===== src/rtl/irqsr_pkg.sv =====
package irqsr_pkg;
  parameter int unsigned BYTE_W = 8;
  localparam int unsigned ADDR_W = BYTE_W - 1;

  typedef struct packed {
    logic              wr;
    logic [ADDR_W-1:0] addr;
  } cmd_t;
endpackage


===== src/rtl/irqsr_sync.sv =====
module irqsr_sync #(
  parameter int unsigned W       = 1,
  parameter int unsigned STAGES  = 2,
  parameter logic [W-1:0] RST_VAL = '0
) (
  input  logic         clk,
  input  logic         rst,
  input  logic [W-1:0] d,
  output logic [W-1:0] q
);
  logic [W-1:0] chain [STAGES];

  always_ff @(posedge clk) begin
    if (rst) begin
      for (int i = 0; i < STAGES; i++) chain[i] <= RST_VAL;
    end else begin
      chain[0] <= d;
      for (int i = 1; i < STAGES; i++) chain[i] <= chain[i-1];
    end
  end

  assign q = chain[STAGES-1];
endmodule


===== src/rtl/irqsr_frame.sv =====
module irqsr_frame
  import irqsr_pkg::*;
(
  input  logic              clk,
  input  logic              rst,
  input  logic              cs_s,
  input  logic              sclk_s,
  input  logic              din_s,
  input  logic [BYTE_W-1:0] rd_byte,
  output logic              dout_o,
  output logic              cmd_done,
  output cmd_t              cmd_word,
  output logic              end_done,
  output logic [BYTE_W-1:0] wr_word,
  output logic              abort,
  output cmd_t              cmd_q
);
  localparam int unsigned FRAME_BITS = 2 * BYTE_W;
  localparam int unsigned CNT_W      = $clog2(FRAME_BITS + 1);
  localparam logic [CNT_W-1:0] LAST_CMD = CNT_W'(BYTE_W - 1);
  localparam logic [CNT_W-1:0] FIRST_DAT = CNT_W'(BYTE_W);
  localparam logic [CNT_W-1:0] LAST_DAT = CNT_W'(FRAME_BITS - 1);
  localparam logic [CNT_W-1:0] DONE     = CNT_W'(FRAME_BITS);

  logic             sclk_d, cs_d;
  logic             fall, rise, cs_rise;
  logic [CNT_W-1:0] cnt;
  logic [BYTE_W-1:0] cmd_sh, rx_sh, tx_sh;
  logic             in_data;

  assign fall    = sclk_d & ~sclk_s & ~cs_s;
  assign rise    = ~sclk_d & sclk_s & ~cs_s;
  assign cs_rise = cs_s & ~cs_d;
  assign in_data = (cnt >= FIRST_DAT) && (cnt <= LAST_DAT);

  assign cmd_word = cmd_t'({cmd_sh[BYTE_W-2:0], din_s});
  assign wr_word  = {rx_sh[BYTE_W-2:0], din_s};
  assign cmd_done = fall && (cnt == LAST_CMD);
  assign end_done = fall && (cnt == LAST_DAT);
  assign abort    = cs_rise && (cnt != '0) && (cnt != DONE);
  assign cmd_q    = cmd_t'(cmd_sh);

  always_ff @(posedge clk) begin
    if (rst) begin
      sclk_d <= 1'b1;
      cs_d   <= 1'b1;
    end else begin
      sclk_d <= sclk_s;
      cs_d   <= cs_s;
    end
  end

  always_ff @(posedge clk) begin
    if (rst) begin
      cnt    <= '0;
      cmd_sh <= '0;
      rx_sh  <= '0;
      tx_sh  <= '0;
      dout_o <= 1'b0;
    end else if (cs_s) begin
      cnt    <= '0;
      dout_o <= 1'b0;
    end else begin
      if (fall && (cnt != DONE)) begin
        cnt <= cnt + 1'b1;
        if (cnt < FIRST_DAT) cmd_sh <= cmd_word;
        else                 rx_sh  <= wr_word;
        if (cnt == LAST_CMD) tx_sh <= cmd_word.wr ? '0 : rd_byte;
      end
      if (rise && in_data && !cmd_q.wr) begin
        dout_o <= tx_sh[BYTE_W-1];
        tx_sh  <= {tx_sh[BYTE_W-2:0], 1'b0};
      end
    end
  end
endmodule


===== src/rtl/irqsr_core.sv =====
module irqsr_core
  import irqsr_pkg::*;
#(
  parameter logic [ADDR_W-1:0] ADDR_STATUS = ADDR_W'(7'h04),
  parameter logic [ADDR_W-1:0] ADDR_RDCLR  = ADDR_W'(7'h05),
  parameter logic [ADDR_W-1:0] ADDR_ENABLE = ADDR_W'(7'h0A)
) (
  input  logic              clk,
  input  logic              rst,
  input  logic [BYTE_W-1:0] evt_i,
  input  logic              cmd_done,
  input  cmd_t              cmd_word,
  input  logic              end_done,
  input  logic [BYTE_W-1:0] wr_word,
  input  logic              abort,
  input  cmd_t              cmd_q,
  output logic [BYTE_W-1:0] rd_byte,
  output logic              irq_n_o,
  output logic [BYTE_W-1:0] status_q,
  output logic [BYTE_W-1:0] enable_q,
  output logic [BYTE_W-1:0] shadow_q,
  output logic              win_q
);
  logic win_start, win_stop;

  always_comb begin
    rd_byte = '0;
    if (!cmd_word.wr) begin
      if (cmd_word.addr == ADDR_STATUS || cmd_word.addr == ADDR_RDCLR)
        rd_byte = status_q;
      else if (cmd_word.addr == ADDR_ENABLE)
        rd_byte = enable_q;
    end
  end

  assign win_start = cmd_done && !cmd_word.wr && (cmd_word.addr == ADDR_RDCLR);
  assign win_stop  = win_q && (end_done || abort);

  always_ff @(posedge clk) begin
    if (rst) begin
      status_q <= '0;
      shadow_q <= '0;
      win_q    <= 1'b0;
      irq_n_o  <= 1'b1;
    end else begin
      irq_n_o <= win_q | ~|(status_q & enable_q);
      if (win_start) begin
        shadow_q <= evt_i;
        win_q    <= 1'b1;
      end else if (win_stop) begin
        status_q <= (end_done ? '0 : status_q) | shadow_q | evt_i;
        shadow_q <= '0;
        win_q    <= 1'b0;
      end else if (win_q) begin
        shadow_q <= shadow_q | evt_i;
      end else begin
        status_q <= status_q | evt_i;
      end
    end
  end

  always_ff @(posedge clk) begin
    if (rst)
      enable_q <= '0;
    else if (end_done && cmd_q.wr && (cmd_q.addr == ADDR_ENABLE))
      enable_q <= wr_word;
  end
endmodule


===== src/rtl/irq_serial_unit.sv =====
module irq_serial_unit
  import irqsr_pkg::*;
#(
  parameter int unsigned       SYNC_STAGES = 2,
  parameter logic [ADDR_W-1:0] ADDR_STATUS = ADDR_W'(7'h04),
  parameter logic [ADDR_W-1:0] ADDR_RDCLR  = ADDR_W'(7'h05),
  parameter logic [ADDR_W-1:0] ADDR_ENABLE = ADDR_W'(7'h0A)
) (
  input  logic              clk,
  input  logic              rst,
  input  logic [BYTE_W-1:0] evt_i,
  input  logic              cs_n_i,
  input  logic              sclk_i,
  input  logic              din_i,
  output logic              dout_o,
  output logic              irq_n_o
);
  logic [2:0]        pins_s;
  logic              cmd_done, end_done, abort;
  cmd_t              cmd_word, cmd_q;
  logic [BYTE_W-1:0] wr_word, rd_byte;
  logic [BYTE_W-1:0] status_q, enable_q, shadow_q;
  logic              win_q;

  irqsr_sync #(.W(3), .STAGES(SYNC_STAGES), .RST_VAL(3'b110)) u_sync (
    .clk (clk),
    .rst (rst),
    .d   ({cs_n_i, sclk_i, din_i}),
    .q   (pins_s)
  );

  irqsr_frame u_frame (
    .clk      (clk),
    .rst      (rst),
    .cs_s     (pins_s[2]),
    .sclk_s   (pins_s[1]),
    .din_s    (pins_s[0]),
    .rd_byte  (rd_byte),
    .dout_o   (dout_o),
    .cmd_done (cmd_done),
    .cmd_word (cmd_word),
    .end_done (end_done),
    .wr_word  (wr_word),
    .abort    (abort),
    .cmd_q    (cmd_q)
  );

  irqsr_core #(
    .ADDR_STATUS (ADDR_STATUS),
    .ADDR_RDCLR  (ADDR_RDCLR),
    .ADDR_ENABLE (ADDR_ENABLE)
  ) u_core (
    .clk      (clk),
    .rst      (rst),
    .evt_i    (evt_i),
    .cmd_done (cmd_done),
    .cmd_word (cmd_word),
    .end_done (end_done),
    .wr_word  (wr_word),
    .abort    (abort),
    .cmd_q    (cmd_q),
    .rd_byte  (rd_byte),
    .irq_n_o  (irq_n_o),
    .status_q (status_q),
    .enable_q (enable_q),
    .shadow_q (shadow_q),
    .win_q    (win_q)
  );
endmodule


===== config.mk =====
export PLATFORM = sky130hd
export DESIGN_NAME = irq_serial_unit
export DESIGN_NICKNAME = d
export VERILOG_FILES = /design/src/rtl/irqsr_pkg.sv /design/src/rtl/irqsr_sync.sv /design/src/rtl/irqsr_frame.sv /design/src/rtl/irqsr_core.sv /design/src/rtl/irq_serial_unit.sv
export SDC_FILE = /design/constraint.sdc
export NUM_CORES = 1
export LEC_CHECK = 0
export BUFFER_PORTS_ARGS = -buffer_cell sky130_fd_sc_hd__buf_4
export CORE_MARGIN = 3
export CORE_UTILIZATION = 51
export CTS_BUF_LIST = sky130_fd_sc_hd__clkbuf_8
export DETAILED_ROUTE_END_ITERATION = 10
export PLACE_DENSITY = 0.81
export SLEW_MARGIN = 25
export SYNTH_ARGS = -nofsm -noshare
export SYNTH_HDL_FRONTEND = slang
export SYNTH_HIERARCHICAL = 1
export SYNTH_SLANG_ARGS = --single-unit
export TNS_END_PERCENT = 5

===== constraint.sdc =====
create_clock -name clk -period 2 [get_ports clk]
set_clock_uncertainty 0.05 [all_clocks]
set_input_delay 0.5 -clock clk [delete_from_list [all_inputs] [get_ports clk]]
set_output_delay 0.5 -clock clk [all_outputs]
set_load 0.03 [all_outputs]

==> results.toml, run 1 <==
[worst_setup_path]
crit_required_ns = 2.19
cp_slowest_stage_delay_ns = 0.33
arrival_ns = 2.14
worstSetupEndpointType = "flip-flop"
cpLargestDelayFamily = "compound AO/OA/AOI/OAI gates"
cpMaxStageDelayCell = "dfxtp_2"
cp_common_cell = "ha_2"
path_class = "reg -> reg"
critPathLaunchType = "flip-flop"
path_buf_inv = 1
crit_path_max_fanout = 8
crit_chain = "ha_2 -> and3_4 -> ha_2 -> and2_4 -> o21a_4 -> buf_6 -> a21o_1 -> a22o_1"

[floorplan]
core_um2 = 5270
start_util = 0.5425
die_w_um = 80.87
dieArea_um2 = 6540
rows = 26
ios = 15
die_y_um = 80.87

[timing]
layout_setup_ws_ns = 0.05267
setup_viol = 0
tightestPinTransition_ns = 0.4347
layout_min_cycle_time_ns = 1.947
fin_crit_sh = 0.9737
hold_viol_final = 0
timing.fmax_mhz = 513.5
whs_ns = 0.2873
slew_headroom = 0.7061
maxSlewViolCount = 0
setup_tns_ns = 0

[power]
power_density_nw_per_um2 = 705.1
vdd_drop_max_mv = 0.6241
p_leak_nw = 1.215
total_power_mw = 2.365

[synthesis]
synth_edf_count = 0
syn_nets = 321
yosysSeqAreaShare = 0.4411
synthDistinctLibCells = 55
yosysTopAreaCell = "dfxtp_1"
netlist_area_um2 = 2859
yosys-top-cells-area = "dfxtp_1, a21oi_1, nand2_1, nand3_1, buf_4"
synth_cells = 305
ys_ff_latch = 63
syn_area_per_cell_um2 = 9.374
ys_warn_count = 6
synth_flop_cell = "dfxtp_1"
async_flop_share = 0
synth.top_cell.area_share = 0.4411

[global_route]
grt_use_total = 0.2028
grt_start_max_net_pins = 21
grt_overflow = 0
grt_pass1_wl_mm = 10.13
antenna_found_initial = 0
grt_pass1_vias = 2224

[drt]
drtIter0Drc = 172
wl_per_cell_um = 15.42
vias_per_cell = 5.769
route.final.wire_length_mm = 6.197
dr_total_vias = 2319
ant_nets = 0
first_pass_iters = 4
route.detailed.drc = 0

[place]
place_hpwl_mm = 4.206
routabilityCongestion = 0.8162
dp_slack_ns = -0.08092
port_buffers = 14

[cells_and_area]
drive_gt1_frac = 0.2530
nets = 343
diodes = 0
area_growth_pct = 17.33
fill_cells = 440
register_area_um2 = 1265
final_util = 0.6365
multi_input_area_um2 = 1466

[worst_hold_path]
hold_class = "in -> reg"

[run]
max_cap_violations = 0

[cts]
clkTransAtPathRegs_ns = 0.07
cts_tree = "done"
clk_latency_ns = 0.34
h-tree-depth = 3
cts_buffers = 9
cts_root_buffer = "clkbuf_8"
cts_num_sinks = 63
cts_hold_buf = 0
cts_buffer_depth = 2

[outcome]
status = "finished, final reports clean"
-- synthesized netlist by cell type, drive strengths merged, types with 3 or more instances --
library cell,count
dfxtp,63
nor3,10
mux2i,9
nor3b,5
ha,3
o21ai,7
a21o,9
buf,18
a221oi,8
a311oi,3
nand3,23
or2,7
nand2,35
inv,6
a22o,9
a21oi,28
nor2,11
clkbuf,12
a32o,8
-- cell families (layout without fill, tap and decap cells) --
group / Yosys count / count (layout) / share of synthesized area
simple gates: 109 / 109 / 0.2153
compound gates: 82 / 82 / 0.2175
flops: 63 / 63 / 0.4411
buf+inv: 36 / 63 / 0.07221
mux: 9 / 9 / 0.03151
fa+ha+maj: 3 / 3 / 0.01313
xor+xnor: 3 / 3 / 0.009192
-- final timing paths --
| check | start | to | slack [ns] | cells after the start |
|---|---|---|---|---|
| worst min register to register | u_sync/chain[0][2]$_SDFF_PP1_ | u_sync/chain[0][5]$_SDFF_PP1_ | 0.37 | 1 |
| worst max-delay path | u_frame/cnt[0]$_SDFFE_PP0N_ | u_core/status_q[3]$_SDFFE_PP0P_ | 0.05 | 8 |
| worst max register to register | u_frame/cnt[0]$_SDFFE_PP0N_ | u_core/status_q[3]$_SDFFE_PP0P_ | 0.05 | 8 |
| worst min-delay path | cs_n_i | u_sync/chain[0][2]$_SDFF_PP1_ | 0.29 | 2 |
-- layout make-up --
cell class              count  share of cell area
clock buffers              11             0.04513
clock inverters             5            0.007460
inverters                   6            0.006714
multi-input cells         206              0.4372
flip-flops and latches     63              0.3771
well taps                  70             0.02611
repair buffers             41              0.1003
-- cells in the final DEF, fill, tap and decap left out, drive strengths merged, types with 2 or more instances in the layout --
cell | synthesis | layout
nor3 | 10 | 10
a311oi | 3 | 3
xnor2 | 2 | 2
buf | 18 | 41
a21oi | 28 | 28
o21ai | 7 | 7
or2 | 7 | 7
ha | 3 | 3
nor4 | 2 | 2
nand4bb | 2 | 2
dfxtp | 63 | 63
nand2 | 35 | 35
a22oi | 2 | 2
a22o | 9 | 9
inv | 6 | 8
clkinv | 0 | 2
nor2 | 11 | 11
a21o | 9 | 9
nand3 | 23 | 23
nor2b | 2 | 2
clkbuf | 12 | 11
nor3b | 5 | 5
mux2i | 9 | 9
and2 | 2 | 2
or3b | 2 | 2
a221oi | 8 | 8
a32o | 8 | 8
-- metrics by stage --
stage	area [um^2]	cells
floorplan	2867	305
global placement	3090	385
detailed placement	3090	385
CTS	3284	401
global route	3354	402
finish	3354	402
-- sequential cells by signal, summed over array words and instances, names as in the netlist --
register,flops
u_frame/cmd_q,8
u_frame/cnt,5
u_frame/cs_d,1
u_frame/rx_sh,7
u_core/shadow_q,8
u_frame/dout_o,1
u_sync/chain,6
u_frame/tx_sh,8
u_core/win_q,1
u_core/irq_n_o,1
u_core/status_q,8
u_core/enable_q,8
u_frame/sclk_d,1
-- layer usage --
metal,vias to the layer above,track usage,part of all wire,wire length [um]
li1,1143,-,-,-
met1,1119,0.2491,0.45,2761
met2,45,0.3169,0.49,3051
met3,12,0.07317,0.043,269
met4,0,0.09291,0.018,114
met5,-,0,0,0
-- timing repair --
| action | in CTS | in global routing |
|---|---|---|
| buffers inserted | 0 | 1 |
| endpoints found under the setup margin | 17 | 24 |
| pin swaps | 1 | 7 |
| resized for setup | 4 | 14 |
-- report_power, final --
group | internal (mW) | switching [mW] | leakage [nW] | total [mW]
registers | 1.28 | 0.0157 | 0.512 | 1.29
clock network | 0.503 | 0.473 | 0.0977 | 0.976
logic | 0.0492 | 0.0476 | 0.605 | 0.0968
Power figures use the tool's default switching activity.
==> run 2: changes to the inputs <==
Settings changed: CORE_UTILIZATION 51 to 50, PLACE_DENSITY 0.81 to 0.8.
==> run 2 against run 1 <==
The flow now finishes with violations (setup timing). Count of clock-buffer cells in the layout rose by 1. Sequential power hardly changed. Via count rose by 0.56%. Final area up 0.52%.
==> results.toml, run 2 (synthesis results as in run 1) <==
[floorplan]
dieArea_um2 = 6661
rows = 26
ios = 15
die_w_um = 81.62
start_util = 0.5392
core_um2 = 5303
die_y_um = 81.62

[worst_setup_path]
cpMaxStageDelayCell = "dfxtp_2"
crit_required_ns = 2.19
path_class = "reg -> reg"
arrival_ns = 2.19
cp_slowest_stage_delay_ns = 0.34
crit_path_max_fanout = 8
critPathLaunchType = "flip-flop"
crit_chain = "ha_2 -> and3_1 -> ha_1 -> and2_4 -> nor3b_2 -> a311oi_4 -> buf_4 -> a22o_1"
worstSetupEndpointType = "flip-flop"

[cts]
cts_hold_buf = 0
cts_root_buffer = "clkbuf_8"
cts_num_sinks = 63
cts_tree = "done"
h-tree-depth = 3
cts_buffers = 9
cts_buffer_depth = 2
clkTransAtPathRegs_ns = 0.07
clk_latency_ns = 0.34

[power]
vdd_drop_max_mv = 0.6967
total_power_mw = 2.655
seqPwrFrac = 0.487
p_int_mw = 2.121
pwr-share-clk = 0.476
power_switching_uw = 534.8
p_sw_frac = 0.2014
p_leak_nw = 1.231
power_density_nw_per_um2 = 787.5
p_comb_frac = 0.037

[timing]
layout_setup_ws_ns = -0.005810
timing.fmax_mhz = 498.6
maxSlewViolCount = 0
fin_crit_sh = 1.003
setup_viol = 1
layout_min_cycle_time_ns = 2.006
slew_headroom = 0.7403
setup_tns_ns = -0.005810
hold_viol_final = 0
tightestPinTransition_ns = 0.3842
grt_setup_unrepaired = "true"

[place]
dp_cells = 384
routabilityCongestion = 0.8286
port_buffers = 14
place_hpwl_mm = 4.170
dp_slack_ns = -0.1213

[drt]
route.detailed.drc = 0
first_pass_iters = 4
vias_per_cell = 5.830
dr_total_vias = 2332
route.final.wire_length_mm = 6.048
wl_per_cell_um = 15.12
drtIter0Drc = 204
ant_nets = 0

[cells_and_area]
diodes = 0
fill_cells = 427
area_growth_pct = 17.94
final_cells = 400
nets = 342
final_cell_mix = "dfxtp_1, buf_4, nand2_1, a21oi_1, nand3_1"
drive_gt1_frac = 0.2424
final_common_cell = "dfxtp_1"
final_util = 0.6359

[global_route]
grt_pass1_vias = 2203
grt_start_max_net_pins = 37
grt_pass1_wl_mm = 10.26
grt_overflow = 0
grt_use_total = 0.2031
antenna_found_initial = 0

[outcome]
failed_checks = "setup timing"
status = "complete, but fails checks"

[worst_hold_path]
hold_class = "in -> reg"

[run]
max_cap_violations = 0
run 2: layout make-up:
type / count / area, um^2 / area share
inverter: 6 / 22.52 / 0.006679
clock buffer: 12 / 165.2 / 0.04898
timing repair buffer: 40 / 332.8 / 0.09870
tap: 70 / 87.58 / 0.02597
clock inverter: 3 / 65.06 / 0.01930
multi-input combinational: 206 / 1433 / 0.4249
sequential: 63 / 1266 / 0.3755
run 2: worst max-delay path: cells and delay by family (launching register included):
kind / cells / cell delay [ns]
buffers and inverters: 1 / 0.18
AOI/OAI and AO/OA: 2 / 0.28
adders and majority gates: 2 / 0.41
and+or+nand+nor: 3 / 0.65
DFF: 1 / 0.34
run 2: power groups by stage:
stage / clock network (mW) / logic (mW) / registers [mW]
floorplan: 0 / 0.0584 / 1.31
global placement: 0 / 0.0907 / 1.32
detailed placement: 0 / 0.0936 / 1.32
CTS: 1.29 / 0.0937 / 1.29
global route: 1.34 / 0.105 / 1.29
finish: 1.26 / 0.0972 / 1.29
run 2: through the flow:
stage,hold slack [ns],cell area (um^2)
floorplan,0.3332,2867
global placement,0.3420,3083
detailed placement,0.3557,3083
CTS,0.2739,3332
global route,0.2847,3372
finish,0.2893,3372
run 2: worst paths after layout:
check / start / to / slack [ns] / cells after the start
setup / recovery: u_frame/cnt[0]$_SDFFE_PP0N_ / u_core/status_q[3]$_SDFFE_PP0P_ / -0.006 / 8
hold / removal: cs_n_i / u_sync/chain[0][2]$_SDFF_PP1_ / 0.29 / 2
setup reg to reg: u_frame/cnt[0]$_SDFFE_PP0N_ / u_core/status_q[3]$_SDFFE_PP0P_ / -0.006 / 8
hold reg to reg: u_sync/chain[0][2]$_SDFF_PP1_ / u_sync/chain[0][5]$_SDFF_PP1_ / 0.38 / 1
run 2: timing repair:
item	4_1_cts	5_1_grt
setup buffers	0	1
gates resized for setup	5	8
hold endpoints to repair	0	0
pin swaps	1	3
endpoints found under the setup margin	18	24
run 2: metal layers:
metal / share of wire / wire [um] / vias up / GRT usage
met4: 0.025 / 149 / 0 / 0.09967
met5: 0 / 0 / - / 0
met3: 0.053 / 320 / 14 / 0.05482
met1: 0.44 / 2657 / 1121 / 0.2457
li1: - / - / 1140 / -
met2: 0.48 / 2920 / 57 / 0.3331
